## src/rtl/cplx_lane_pkg.sv

```systemverilog
package cplx_lane_pkg;

    typedef enum logic [2:0] {
        OP_ROT90   = 3'd0,
        OP_ROT270  = 3'd1,
        OP_MUL     = 3'd2,
        OP_MULCJ   = 3'd3,
        OP_MAC     = 3'd4,
        OP_MACCJ   = 3'd5,
        OP_MSUB    = 3'd6,
        OP_MSUBCJ  = 3'd7
    } cplx_op_e;

    // Final combine selected by opcode[2:1]
    typedef enum logic [1:0] {
        FIN_ROT = 2'd0,
        FIN_MUL = 2'd1,
        FIN_ADD = 2'd2,
        FIN_SUB = 2'd3
    } cplx_fin_e;

    function automatic logic op_is_conj(input logic [2:0] op);
        return op[0] & (op[1] | op[2]);
    endfunction

    function automatic cplx_fin_e op_fin(input logic [2:0] op);
        return cplx_fin_e'(op[2:1]);
    endfunction

endpackage

```

## src/rtl/cplx_pair_front.sv

```systemverilog
// Stage-one arithmetic for one real/imaginary pair: four partial products
// and the rotated sum selected by the rotation direction bit.
module cplx_pair_front #(
    parameter int W = 16
) (
    input  logic         rot270,
    input  logic [W-1:0] ar,
    input  logic [W-1:0] ai,
    input  logic [W-1:0] br,
    input  logic [W-1:0] bi,
    output logic [W-1:0] p_rr,
    output logic [W-1:0] p_ii,
    output logic [W-1:0] p_ri,
    output logic [W-1:0] p_ir,
    output logic [W-1:0] rot_re,
    output logic [W-1:0] rot_im
);

    always_comb begin
        // low W bits of a product do not depend on operand signedness
        p_rr = ar * br;
        p_ii = ai * bi;
        p_ri = ar * bi;
        p_ir = ai * br;
        if (rot270) begin
            rot_re = ar + bi;
            rot_im = ai - br;
        end else begin
            rot_re = ar - bi;
            rot_im = ai + br;
        end
    end

endmodule

```

## src/rtl/cplx_pair_back.sv

```systemverilog
// Stage-two combine for one pair: product signs for plain or conjugate
// multiply, then pass, accumulate or subtract the third operand.
module cplx_pair_back #(
    parameter int W = 16
) (
    input  logic [1:0]   fin,
    input  logic         conj,
    input  logic [W-1:0] p_rr,
    input  logic [W-1:0] p_ii,
    input  logic [W-1:0] p_ri,
    input  logic [W-1:0] p_ir,
    input  logic [W-1:0] rot_re,
    input  logic [W-1:0] rot_im,
    input  logic [W-1:0] cr,
    input  logic [W-1:0] ci,
    output logic [W-1:0] res_re,
    output logic [W-1:0] res_im
);
    import cplx_lane_pkg::*;

    logic [W-1:0] m_re;
    logic [W-1:0] m_im;

    always_comb begin
        if (conj) begin
            m_re = p_rr + p_ii;
            m_im = p_ir - p_ri;
        end else begin
            m_re = p_rr - p_ii;
            m_im = p_ri + p_ir;
        end
        case (cplx_fin_e'(fin))
            FIN_ROT: begin
                res_re = rot_re;
                res_im = rot_im;
            end
            FIN_MUL: begin
                res_re = m_re;
                res_im = m_im;
            end
            FIN_ADD: begin
                res_re = m_re + cr;
                res_im = m_im + ci;
            end
            default: begin
                res_re = m_re - cr;
                res_im = m_im - ci;
            end
        endcase
    end

endmodule

```

## src/rtl/cplx_lane_alu.sv

```systemverilog
module cplx_lane_alu #(
    parameter int LANES = 4,
    parameter int W     = 16
) (
    input  logic                 clk,
    input  logic                 rst_n,
    input  logic                 in_valid,
    input  logic [2:0]           opcode,
    input  logic [LANES*W-1:0]   a_vec,
    input  logic [LANES*W-1:0]   b_vec,
    input  logic [LANES*W-1:0]   c_vec,
    output logic                 out_valid,
    output logic [LANES*W-1:0]   out_vec
);
    import cplx_lane_pkg::*;

    localparam int PAIRS = LANES / 2;
    localparam int VW    = LANES * W;
    localparam int PW    = PAIRS * W;

    typedef struct packed {
        logic          vld;
        logic [1:0]    fin;
        logic          conj;
        logic [PW-1:0] prr;
        logic [PW-1:0] pii;
        logic [PW-1:0] pri;
        logic [PW-1:0] pir;
        logic [PW-1:0] rre;
        logic [PW-1:0] rim;
        logic [VW-1:0] acc;
    } stage1_t;

    typedef struct packed {
        logic          vld;
        logic [VW-1:0] res;
    } stage2_t;

    typedef struct packed {
        stage1_t s1;
        stage2_t s2;
    } pipe_t;

    pipe_t pipe_d, pipe_q;

    logic [PW-1:0] f_prr, f_pii, f_pri, f_pir, f_rre, f_rim;
    logic [VW-1:0] b_res;

    for (genvar k = 0; k < PAIRS; k++) begin : g_pair
        cplx_pair_front #(.W(W)) i_front (
            .rot270 (opcode[0]),
            .ar     (a_vec[(2*k)*W   +: W]),
            .ai     (a_vec[(2*k+1)*W +: W]),
            .br     (b_vec[(2*k)*W   +: W]),
            .bi     (b_vec[(2*k+1)*W +: W]),
            .p_rr   (f_prr[k*W +: W]),
            .p_ii   (f_pii[k*W +: W]),
            .p_ri   (f_pri[k*W +: W]),
            .p_ir   (f_pir[k*W +: W]),
            .rot_re (f_rre[k*W +: W]),
            .rot_im (f_rim[k*W +: W])
        );

        cplx_pair_back #(.W(W)) i_back (
            .fin    (pipe_q.s1.fin),
            .conj   (pipe_q.s1.conj),
            .p_rr   (pipe_q.s1.prr[k*W +: W]),
            .p_ii   (pipe_q.s1.pii[k*W +: W]),
            .p_ri   (pipe_q.s1.pri[k*W +: W]),
            .p_ir   (pipe_q.s1.pir[k*W +: W]),
            .rot_re (pipe_q.s1.rre[k*W +: W]),
            .rot_im (pipe_q.s1.rim[k*W +: W]),
            .cr     (pipe_q.s1.acc[(2*k)*W   +: W]),
            .ci     (pipe_q.s1.acc[(2*k+1)*W +: W]),
            .res_re (b_res[(2*k)*W   +: W]),
            .res_im (b_res[(2*k+1)*W +: W])
        );
    end

    always_comb begin
        pipe_d        = pipe_q;
        pipe_d.s1.vld = in_valid;
        if (in_valid) begin
            pipe_d.s1.fin  = op_fin(opcode);
            pipe_d.s1.conj = op_is_conj(opcode);
            pipe_d.s1.prr  = f_prr;
            pipe_d.s1.pii  = f_pii;
            pipe_d.s1.pri  = f_pri;
            pipe_d.s1.pir  = f_pir;
            pipe_d.s1.rre  = f_rre;
            pipe_d.s1.rim  = f_rim;
            pipe_d.s1.acc  = c_vec;
        end
        pipe_d.s2.vld = pipe_q.s1.vld;
        if (pipe_q.s1.vld) begin
            pipe_d.s2.res = b_res;
        end
    end

    always_ff @(posedge clk or negedge rst_n) begin
        if (!rst_n) begin
            pipe_q <= '0;
        end else begin
            pipe_q <= pipe_d;
        end
    end

    assign out_valid = pipe_q.s2.vld;
    assign out_vec   = pipe_q.s2.res;

endmodule

```

## config.mk

```make
export PLATFORM = sky130hd
export DESIGN_NAME = cplx_lane_alu
export DESIGN_NICKNAME = d
export VERILOG_FILES = /design/src/rtl/cplx_lane_pkg.sv /design/src/rtl/cplx_pair_front.sv /design/src/rtl/cplx_pair_back.sv /design/src/rtl/cplx_lane_alu.sv
export SDC_FILE = /design/constraint.sdc
export NUM_CORES = 2
export LEC_CHECK = 0
export ABC_AREA = 1
export BUFFER_PORTS_ARGS = -buffer_cell sky130_fd_sc_hd__buf_2
export CORE_UTILIZATION = 45
export DETAILED_ROUTE_END_ITERATION = 12
export GPL_TIMING_DRIVEN = 0
export PLACE_DENSITY_LB_ADDON = 0.08
export SLEW_MARGIN = 5
export SYNTH_ARGS = -nofsm -noshare
export SYNTH_HDL_FRONTEND = slang
export SYNTH_SLANG_ARGS = --single-unit
export TNS_END_PERCENT = 1
```

## constraint.sdc

```tcl
create_clock -name clk -period 6.17 [get_ports clk]
set_clock_uncertainty 0.2 [all_clocks]
set_input_delay 1.234 -clock clk [delete_from_list [all_inputs] [get_ports clk]]
set_output_delay 1.234 -clock clk [all_outputs]
set_load 0.05 [all_outputs]
```

==> metrics.log <==
[metrics] final critical delay including setup and external delays: approximately 6.2 ns
[metrics] share of final-layout standard cells stronger than drive strength 1: 0.0946
[metrics] total vias in the final route: around 57,000
[metrics] violated checks: setup timing
[metrics] Port Buffer Count: 233
[metrics] sum of net half-perimeters after detailed placement: 201,000 um
[metrics] area of the die: 135,000 um2
[metrics] Detailed Route Iter0 Violations: approximately 5,600
[metrics] worst reg-to-reg path cell count: 26
[metrics] worst reg2reg path endpoint: out_vec[13]
[metrics] crit path setup slack, layout: -0.0681 ns
[metrics] PD cells: 583 nW/um2
[metrics] flop and latch count out of synthesis: 325
[metrics] top achievable clock speed: 0.160 GHz
[metrics] final-report hold violation count: 0
[metrics] worst-skew pair later-pin latency: 0.57 ns
[metrics] Most used DFF post-synth: sky130_fd_sc_hd__dfrtp_1
[metrics] clock edge transition at the registers on the reported setup and hold paths: 0.06 ns
[metrics] average cell area after synthesis: 6.92 um2
[metrics] CTS tree: built
[metrics] gate count after technology mapping: 8,701
[metrics] post-route clock period utilization: 1.01
[metrics] Syn. warnings: 0
[metrics] Arrival @ worst endpoint: between 6 and 7 ns
[metrics] total clock sinks: 325
[metrics] path type of the worst setup path: in -> reg
[metrics] WL/cell: 22.4 um
[metrics] antenna violations before repair: 8
[metrics] Syn Std Cell Area: 60,300 um2
[metrics] syn_nets: about 10,000
[metrics] Min-Delay Startpoint: out_vec[25]
[metrics] commonest non-fill, non-tap cell in the layout: sky130_fd_sc_hd__nand2_1
[metrics] dpl ws: -2.41 ns
[metrics] Fin Hold WS: between 0.2 and 0.3 ns
[metrics] largest net degree at the start of global routing: 98
[metrics] Slew headroom: 0.0848
[metrics] final setup vio count: 1
[metrics] DRT Pass-1 Iters: 6
[metrics] root buffer cell: sky130_fd_sc_hd__clkbuf_16
[metrics] horizontal die dimension: 368 um
[metrics] crit path max fanout: 14
[metrics] transition time at the pin with the least slew margin: 1.37 ns
[metrics] run status: finished, violations left
[metrics] commonest cells after routing, fill and taps aside: 2,451 x sky130_fd_sc_hd__nand2_1, 2,062 x sky130_fd_sc_hd__inv_1, 639 x sky130_fd_sc_hd__fa_1, 559 x sky130_fd_sc_hd__ha_1, 369 x sky130_fd_sc_hd__o21ai_0
[metrics] number of global-route vias before repair: ~56,000
[metrics] Hold Path Class: reg -> reg
[metrics] fillers: 13,400
[metrics] total count of max-transition violations in the final report: 0
[metrics] slack of the worst reg-to-reg path: about 0.85 ns
[metrics] total negative slack for setup checks: -0.0681 ns
[metrics] share of synthesized area occupied by flip-flops and latches: 0.135
[metrics] vertical die dimension: 368 um
[metrics] Reg-to-Reg Start: pipe_q[321]
[metrics] library cells used by synthesis: 61
[metrics] Final Routed Wirelength: 242,000 um
[metrics] std cell rows: between 100 and 150
[metrics] number of design rule violations left after detail routing: 0
[metrics] number of enable flip-flop cells after synthesis: 0
[metrics] total leakage power: 39.7 nW
[metrics] GP Congestion: 1.01
[metrics] remaining global-route overflow: 0
[metrics] timing startpoint of the critical path: a_vec[33]
[metrics] first-pass GRT wire length: 357,000 um
[metrics] net total in the final layout: 10,500
[metrics] final antenna-violating net count: 0
[metrics] Hold Path End: out_vec[25]
[metrics] kind of start point of the critical path: input pin
[metrics] RSZ-0062 raised after global routing: true
[metrics] depth of the CTS H-tree: 2
[metrics] Crit. End Element: register
[metrics] global-route total usage across every layer: 0.356
[metrics] clock tree buffer depth: 3
[metrics] post-synthesis async set-or-reset flop share: 1.00
[metrics] highest ir drop seen on vdd: 672 uV
[metrics] via count normalized by instance count: 5.28
[metrics] number of buffers created by CTS: 38
[metrics] Layout Utilization: 0.515
[metrics] starting utilization of the core area: 0.456
[metrics] number of placed I/O pins: 263
[metrics] P&R area growth vs syn: 13.0%
[metrics] Req. time, crit path: roughly 6.5 ns
[metrics] count of maximum capacitance violations: 0
[metrics] CORE AREA: ~130,000 um2
[metrics] Hold Path Depth: 2
==> critical path, cell delays in order <==
cell	delay [ns]
sky130_fd_sc_hd__buf_4	0.32
sky130_fd_sc_hd__clkbuf_4	0.37
sky130_fd_sc_hd__nand2_1	0.09
sky130_fd_sc_hd__inv_1	0.07
sky130_fd_sc_hd__fa_1	0.41
sky130_fd_sc_hd__ha_1	0.19
sky130_fd_sc_hd__inv_1	0.08
sky130_fd_sc_hd__fa_2	0.45
sky130_fd_sc_hd__fa_2	0.61
sky130_fd_sc_hd__inv_2	0.06
sky130_fd_sc_hd__fa_1	0.51
sky130_fd_sc_hd__inv_2	0.04
sky130_fd_sc_hd__fa_1	0.51
sky130_fd_sc_hd__inv_2	0.06
sky130_fd_sc_hd__ha_4	0.26
sky130_fd_sc_hd__nand2_4	0.09
sky130_fd_sc_hd__inv_1	0.05
sky130_fd_sc_hd__a21boi_2	0.15
sky130_fd_sc_hd__nand3_2	0.11
sky130_fd_sc_hd__nand2_2	0.07
sky130_fd_sc_hd__inv_2	0.05
sky130_fd_sc_hd__nor2_4	0.20
sky130_fd_sc_hd__o21bai_4	0.11
sky130_fd_sc_hd__nand3_2	0.11
sky130_fd_sc_hd__nand3_4	0.17
sky130_fd_sc_hd__nand2_2	0.12
==> per-layer routing <==
metal  vias up  global-route usage  wire, um
met5         -                   0       103
met4         6               0.120      9010
met3       399              0.0794     23800
met2      2476               0.533    102000
met1     27400               0.503    108000
li1      26800                   -         -
==> report_power, final <==
part / internal, mW / total (mW) / leakage (nW) / switching [mW]
sequential: 2.88 / 3.46 / 3.89 / 0.576
clock: 1.44 / 2.49 / 0.660 / 1.06
combinational: 12.1 / 33.7 / 35.1 / 21.6
==> repair_timing <==
item                       CTS  global route
resized for setup          419           307
setup buffers               29            43
cloned                       0             2
setup endpoints to repair   62            37
pin swaps                   25            76
hold buffers                 0             0
==> through the flow <==
| stage | cells | power, mW | instance area (um2) |
|---|---|---|---|
| floorplan | 8701 | 24.0 | 60400 |
| global placement | 10700 | 33.1 | 63700 |
| detailed placement | 10700 | 33.3 | 63800 |
| CTS | 10800 | 37.4 | 66800 |
| global route | 10800 | 43.3 | 68100 |
| finish | 10800 | 39.7 | 68100 |
==> final cells by class <==
class / instances / area, um2 / area share
diodes: 4 / 10.0 / 0.000147
plain buffers: 313 / 2770 / 0.0406
clock buffers: 50 / 1130 / 0.0166
clock inverters: 20 / 220 / 0.00324
inverters: 2110 / 7930 / 0.116
multi-input cells: 5920 / 43500 / 0.640
flip-flops and latches: 325 / 8130 / 0.119
well taps: 1755 / 2200 / 0.0323
repair buffers: 310 / 2150 / 0.0316
==> cells in the mapped netlist, types with 6 or more instances <==
master                      instances  share of area
sky130_fd_sc_hd__a21boi_1           9         0.0011
sky130_fd_sc_hd__a21o_1            34         0.0042
sky130_fd_sc_hd__a21oi_1          353          0.029
sky130_fd_sc_hd__a221oi_1           6        0.00087
sky130_fd_sc_hd__a31oi_1           59         0.0061
sky130_fd_sc_hd__and2_1             9        0.00093
sky130_fd_sc_hd__buf_1             55         0.0034
sky130_fd_sc_hd__buf_2             80         0.0066
sky130_fd_sc_hd__buf_4             15         0.0019
sky130_fd_sc_hd__buf_6              7         0.0013
sky130_fd_sc_hd__clkbuf_1         189          0.012
sky130_fd_sc_hd__dfrtp_1          325           0.13
sky130_fd_sc_hd__fa_1             652           0.22
sky130_fd_sc_hd__ha_1             590           0.12
sky130_fd_sc_hd__inv_1           2086           0.13
sky130_fd_sc_hd__inv_2             18         0.0011
sky130_fd_sc_hd__nand2_1         2469           0.15
sky130_fd_sc_hd__nand2_2           11         0.0011
sky130_fd_sc_hd__nand3_1          374          0.031
sky130_fd_sc_hd__nand3b_1          29         0.0036
sky130_fd_sc_hd__nand4_1           34         0.0035
sky130_fd_sc_hd__nor2_1           280          0.017
sky130_fd_sc_hd__nor2_2            10         0.0010
sky130_fd_sc_hd__nor3_1            51         0.0042
sky130_fd_sc_hd__nor3_2             9         0.0015
sky130_fd_sc_hd__o2111ai_1         13         0.0019
sky130_fd_sc_hd__o211ai_1          32         0.0040
sky130_fd_sc_hd__o21ai_0          373          0.031
sky130_fd_sc_hd__o21ai_1           17         0.0014
sky130_fd_sc_hd__o21bai_1          22         0.0027
sky130_fd_sc_hd__o22ai_1           12         0.0012
sky130_fd_sc_hd__o31ai_1           22         0.0027
sky130_fd_sc_hd__or2_1             14         0.0015
sky130_fd_sc_hd__or2_2             34         0.0035
sky130_fd_sc_hd__xnor2_1          104          0.015
sky130_fd_sc_hd__xor2_1           243          0.035
==> worst max path at each step <==
stage | to | slack, ns
finish | pipe_q[256] | -0.07
global route | pipe_q[256] | -0.20
floorplan | pipe_q[304] | -0.06
global placement | out_vec[34] | -3.04
detailed placement | pipe_q[256] | -2.41
CTS | pipe_q[256] | -0.07
==> flip-flops by register name, summed over array words and instances, names as in the netlist <==
name       flops
out_valid      1
out_vec       64
pipe_d         1
pipe_q       259
==> logic make-up after synthesis <==
kind of cell / after synthesis / share of synthesized area
and+or+nand+nor: 3341 / 0.226
buffers and inverters: 2456 / 0.157
AOI/OAI and AO/OA: 987 / 0.0920
adders and majority gates: 1242 / 0.339
DFF: 325 / 0.135
xor gates and xnor gates: 350 / 0.0513
Power figures use the tool's default switching activity.
